[config.mk]
export PLATFORM = sky130hd
export DESIGN_NAME = dual_reload_pwm_timer
export DESIGN_NICKNAME = d
export VERILOG_FILES = /design/src/rtl/dual_reload_pwm_timer.sv
export SDC_FILE = /design/constraint.sdc
export NUM_CORES = 1
export LEC_CHECK = 0
export ABC_AREA = 1
export ABC_CLOCK_PERIOD_IN_PS = 2300
export BUFFER_PORTS_ARGS = -buffer_cell sky130_fd_sc_hd__buf_2
export CAP_MARGIN = 10
export CORE_AREA = 2 2 110 86
export CTS_CLUSTER_DIAMETER = 80
export DETAILED_ROUTE_END_ITERATION = 16
export DIE_AREA = 0 0 112 88
export HOLD_SLACK_MARGIN = 0.06
export PLACE_DENSITY = 0.57
export SYNTH_ARGS = -nofsm -noshare
export SYNTH_HDL_FRONTEND = slang
export SYNTH_SLANG_ARGS = --single-unit
export TNS_END_PERCENT = 1
[constraint.sdc]
create_clock -name clk -period 2.3 [get_ports clk]
set_input_delay 0.115 -clock clk [delete_from_list [all_inputs] [get_ports clk]]
set_output_delay 0.115 -clock clk [all_outputs]
set_load 0.01 [all_outputs]
[src/rtl/dual_reload_pwm_timer.sv]
module dual_reload_pwm_timer #(
  parameter int          W        = 16,
  parameter logic [2:0]  PWM_MODE = 3'b101
) (
  input  logic         clk,
  input  logic         rst_n,
  input  logic         tick,
  input  logic [2:0]   mode,
  input  logic         tog_en,
  input  logic         wr_a,
  input  logic         wr_b,
  input  logic [15:0]  wr_data,
  input  logic         clr_a,
  input  logic         clr_b,
  input  logic         ien_a,
  input  logic         ien_b,
  output logic         pwm_out,
  output logic         pend_a,
  output logic         pend_b,
  output logic         irq
);

  logic [W-1:0] rel_a, rel_b, cnt;
  logic         armed, next_b;

  wire active = (mode == PWM_MODE);
  wire run    = active && armed && tick;
  wire undfl  = run && (cnt == '0);
  wire set_a  = undfl && !next_b;
  wire set_b  = undfl &&  next_b;

  always_ff @(posedge clk or negedge rst_n) begin
    if (!rst_n) begin
      rel_a <= '0;
      rel_b <= '0;
    end else begin
      if (wr_a) rel_a <= wr_data[W-1:0];
      if (wr_b) rel_b <= wr_data[W-1:0];
    end
  end

  always_ff @(posedge clk or negedge rst_n) begin
    if (!rst_n) begin
      cnt     <= '0;
      armed   <= 1'b0;
      next_b  <= 1'b0;
      pwm_out <= 1'b0;
    end else if (!active) begin
      armed   <= 1'b0;
      pwm_out <= 1'b0;
    end else if (!armed) begin
      cnt     <= rel_a;
      armed   <= 1'b1;
      next_b  <= 1'b0;
      pwm_out <= 1'b0;
    end else if (undfl) begin
      cnt     <= next_b ? rel_b : rel_a;
      next_b  <= !next_b;
      if (tog_en) pwm_out <= !pwm_out;
    end else if (run) begin
      cnt <= cnt - 1'b1;
    end
  end

  always_ff @(posedge clk or negedge rst_n) begin
    if (!rst_n) begin
      pend_a <= 1'b0;
      pend_b <= 1'b0;
    end else begin
      pend_a <= (pend_a && !clr_a) || set_a;
      pend_b <= (pend_b && !clr_b) || set_b;
    end
  end

  assign irq = (pend_a && ien_a) || (pend_b && ien_b);

endmodule

Word level (Yosys, flattened, before mapping)
Index checks and enable logic that the tools add are counted.
{"block": "word_totals", "regBits": 53, "latchBits": 0, "ramBits": 0, "mem_bits_ro": 0, "input_bits": 29, "output_inout_bits": 4, "word_cells": 45, "mem_count": 0}
{"block": "classes", "addsub": 1, "mul": 0, "n_div": 0, "n_lt_le_gt_ge": 0, "eq_ne": 5, "shifts": 0, "mux": 11, "bitwise_logic": 0, "reduce_logical": 20}
{"op": "16-bit 2-to-1 mux", "n": 4}
{"op": "16-bit logical NOT", "n": 1}
{"op": "16-bit by 1-bit subtractor with 16-bit output (second input constant)", "n": 1}
{"op": "1-bit logical AND", "n": 9}
{"op": "1-bit 2-to-1 mux", "n": 7}
{"op": "2-bit AND reduction", "n": 3}
{"op": "1-bit logical NOT", "n": 4}
{"op": "3-bit equality test (second input constant)", "n": 1}
{"op": "1-bit logical OR", "n": 3}
{"op": "3-bit by 1-bit != test with 1-bit output (second input constant)", "n": 1}
{"op": "3-bit by 2-bit != test with 1-bit output (second input constant)", "n": 1}
{"op": "3-bit != test (second input constant)", "n": 1}
{"op": "2-bit by 1-bit != test with 1-bit output (second input constant)", "n": 1}

Logic depth before layout (Yosys ltp)
{"block": "depth", "ltp_word": 7, "ltp_mapped": 12, "mapped_depth_nobuf": 12}

Worst setup path after synthesis
No wires, ideal clock.
{"block": "synth_timing", "path_kind": "register to register", "start": "reg cnt[0]", "end": "reg cnt[15]", "setup_ps": 73, "arrival_time_ps": 1513, "t_required_ps": 2227, "setup_slack_ps": 714, "stages_incl_launch_ff": 12, "path_buffers": 1, "synth_period_minus_slack_ps": 1586, "path_cell_list": "dfrtp_1 inv_1 ha_1 nand2_2 nor2_2 nand2_4 nor2_8 buf_8 nand3_2 nand2_1 nand2_1 a21oi_2"}
{"block": "synth_between", "elab_chain_cells": 4, "word_cells_on_any_way": 8, "classes_between": "add/sub: 1; eq/ne: 1; mux: 3; reduce/logical: 3"}
{"element": "start, declared", "line_no": "23", "source": "logic [W-1:0] rel_a, rel_b, cnt;"}
{"element": "start signal, assigned", "line_no": "52", "source": "cnt <= rel_a;"}
{"element": "start signal, assigned", "line_no": "57", "source": "cnt <= next_b ? rel_b : rel_a;"}
{"element": "start signal, assigned", "line_no": "61", "source": "cnt <= cnt - 1'b1;"}
{"element": "16-bit by 1-bit subtractor with 16-bit output or 16-bit logical NOT (tied branches)", "line_no": "61, 28"}
{"element": "16-bit 2-to-1 mux or 1-bit logical AND (tied branches)", "line_no": "60, 28"}
{"element": "16-bit 2-to-1 mux or 3-bit by 1-bit != test with 1-bit output (tied branches)"}
{"element": "16-bit 2-to-1 mux or 2-bit AND reduction (tied branches)"}
Several ways; a longest one is shown, not always the timed one. The select of a mux whose other input is x is not followed.
A chain may end at the register's enable or synchronous reset.

Worst setup path after layout
{"block": "layout_timing", "start": "reg cnt[0]", "end": "reg cnt[11]"}
The elaborated chain is that of the path after synthesis.

==> results by group <==
Logic synthesis
  • Post-Synth XOR/XNOR Area: 0.0146
  • Synth Net Count: 415
  • Synth Warn #: 0
  • Number of synthesized flops with an enable pin: 0
  • Cell count after synthesis: 385
  • Most numerous cell in the Yosys netlist: nand2_1
  • Largest family of logic cells by synthesized area: simple AND/OR/NAND/NOR gates
  • Synth Register Bits: 53
  • Synth top area cells: dfrtp_1 (44%), nand2_1 (16%), mux2_2 (6.8%)
  • Synth Area in Simple Gates: 0.315
  • Synth Area in Adders: 0.00417
  • Area share of the largest cell type after synthesis: 0.442
  • Post-synthesis instance area: 3000 um2
  • Netlist cell types: 29
  • Syn_area_per_cell: 7.79 um2
  • FFs w/ async S/R, synth: 1.00
  • Yosys top cell by area: dfrtp_1
  • Post-synth top cells: nand2_1 (129), dfrtp_1 (53), o21ai_0 (36)
  • Synth Area in Compound Gates: 0.0922
  • Post-synthesis mux area share: 0.0676
  • Register area share after synthesis: 0.442
  • Ys flop type: dfrtp_1

GRT
  • Pin count of the biggest net entering global routing: 30
  • Vias in the first global route: 2,474
  • First-pass GRT wire length: 12,500 um
  • Gr usage total: 0.159
  • Initial antenna violation count: 0
  • Grt ovf: 0

Setup path
  • CP max-delay cell: dfrtp_1
  • Critical path startpoint category: flip-flop
  • Instance count on the critical path: 10
  • Data arrival, critical path: 2.18 ns
  • Worst Path Required: 2.53 ns
  • R2R depth: 10
  • Worst path most repeated cell: nor2_1
  • Delay-heaviest family, CP: simple AND/OR/NAND/NOR gates
  • Worst path max stage delay: 0.39 ns
  • Max FO, Critical Path: 14
  • Crit path kind: reg2reg
  • Worst path cell trace: inv_1, ha_1, nand2_2, nor2_2, nand2_4, nor2_8, nand2_1, o21ai_0, nor2_1, nor2_1
  • Buffers and inverters on the worst path: 1
  • Setup crit end kind: flip-flop

Timing
  • Tmin final: 1.96 ns
  • Unrepaired setup endpoints after global routing: no
  • Slew @ Worst Pin: 0.651 ns
  • Final Skew: 0.00580 ns
  • Final period util: 0.850
  • Final Hold Vio Count: 0
  • Fmax: 511 MHz
  • Post-Route Setup TNS: 0 ns
  • # setup viols final: 0
  • Max-slew headroom: 0.566
  • Final worst slack: 0.344 ns
  • Slew Limit Fails: 0

Drt
  • DRT Pass-1 Iters: 4
  • Drt wl/cell: 13.4 um
  • # DRC: 0
  • DRT Wirelength: 7290 um
  • Routed via count: 2,590
  • DRT antenna net count: 0
  • Vias/cell: 4.75
  • Detailed Route Iter0 Violations: 171

Power
  • Worst VDD drop: 0.357 mV
  • Leakage: 1.73 nW
  • PD cells: 694 nW/um2
  • Design Power: 2.49 mW

Clock network
  • Total CTS buffers: 5
  • CTS clock-pin slew for the worst setup and hold paths: 0.07 ns
  • H-tree levels: 2
  • Clock Latency Late Sink: 0.29 ns
  • Clock sink total: 53
  • Post-CTS Resized: 0
  • CTS Buffer Depth: 2
  • CTS tree: done
  • Root buf cell: clkbuf_16

Final layout
  • Fill cells: 924
  • # nets final: 462
  • Fraction of layout cells with a size suffix above 1: 0.206
  • Layout area overhead: 19.5%
  • Finished Core Util: 0.408
  • Antenna cells: 0

Die
  • Die W: 112 um
  • Die area: 9860 um2
  • Die height: 88 um
  • Std-Cell Rows: 30
  • I/O Pins: 33
  • Core footprint: 8780 um2
  • Starting Density: 0.342

Placement
  • IO buf count: 32
  • DP HPWL: 5500 um
  • Final GP Congestion: 0.914
  • Pre-CTS setup slack: 0.369 ns

Hold path
  • Hold/Removal Path Class: in2reg
  • Worst hold path depth: 3

Flow run
  • Max-cap violation count: 0

Status
  • Status: finished clean
## per-layer routing
| layer | share of wire | wire, um | vias to the layer above | global-route usage |
|---|---|---|---|---|
| met2 | 0.42 | 3060 | 50 | 0.239 |
| met4 | 0.010 | 73 | 0 | 0.0432 |
| li1 | - | - | 1332 | - |
| met1 | 0.54 | 3910 | 1204 | 0.241 |
| met3 | 0.034 | 246 | 4 | 0.0208 |
| met5 | 0 | 0 | - | 0 |
## worst reg2reg max path, cell delays in order, from the launching register on
cell	delay, ns
dfrtp_1	0.39
inv_1	0.08
ha_1	0.26
nand2_2	0.13
nor2_2	0.19
nand2_4	0.09
nor2_8	0.21
nand2_1	0.14
o21ai_0	0.20
nor2_1	0.10
nor2_1	0.09
## layout make-up
class | instances | area [um2] | area share
clock buffer | 6 | 139 | 0.0387
tap | 112 | 140 | 0.0391
inverter | 32 | 120 | 0.0335
multi-input combinational | 286 | 1480 | 0.413
sequential | 53 | 1330 | 0.370
clock inverter | 2 | 17.5 | 0.00488
timing repair buffer | 54 | 363 | 0.101
## repair_timing
item	in CTS	in global routing
setup buffers	0	0
endpoints found under the hold margin	40	1
hold buffers	14	1
## report_power, final
part           leakage, nW  switching, mW  internal, mW
sequential           0.645          0.110          1.04
combinational         1.01          0.322         0.217
clock               0.0775          0.356         0.440
## state kept, by name, summed over array words and instances, names as in the netlist
name and count:
armed 1, next_b 1, pend_a 1, cnt 16, pwm_out 1, rel_a 16
rel_b 16, pend_b 1
## final timing paths
check / from / end / slack (ns)
setup reg to reg: cnt[0] / cnt[11] / 0.34
min in group asynchronous: rst_n / next_b / 0.38
max in group asynchronous: rst_n / cnt[1] / 1.25
hold / removal: wr_data[4] / rel_a[4] / 0.06
hold reg to reg: cnt[0] / cnt[0] / 0.51
setup / recovery: cnt[0] / cnt[11] / 0.34
## cell families (layout without fill, tap and decap cells)
| logic type | count (synthesis) | in the layout |
|---|---|---|
| compound gates | 52 | 52 |
| xor+xnor | 5 | 5 |
| fa+ha+maj | 1 | 1 |
| buf+inv | 46 | 94 |
| flops | 53 | 53 |
| mux | 18 | 18 |
| simple gates | 210 | 210 |
## stage by stage
step | cells | cell area, um2 | hold WS [ns]
global route | 545 | 3590 | 0.0742
global placement | 522 | 3280 | 0.187
detailed placement | 522 | 3280 | 0.182
CTS | 544 | 3580 | 0.0623
finish | 545 | 3590 | 0.0608
floorplan | 385 | 3000 | -0.181
## cell usage in the layout (no fill, tap or decap), drive strengths merged
cell and count:
dlygate4sd3 15, xor2 4, a21oi 11, nor2 45, clkinv 1, xnor2 1
o21ai 38, buf 39, dfrtp 53, nor3 1, a22o 1, ha 1
o21bai 2, clkbuf 6, nand3 24, inv 33, nand4 3, nand3b 3
mux2 18, nand2 134
(Power assumes the default switching activity.)
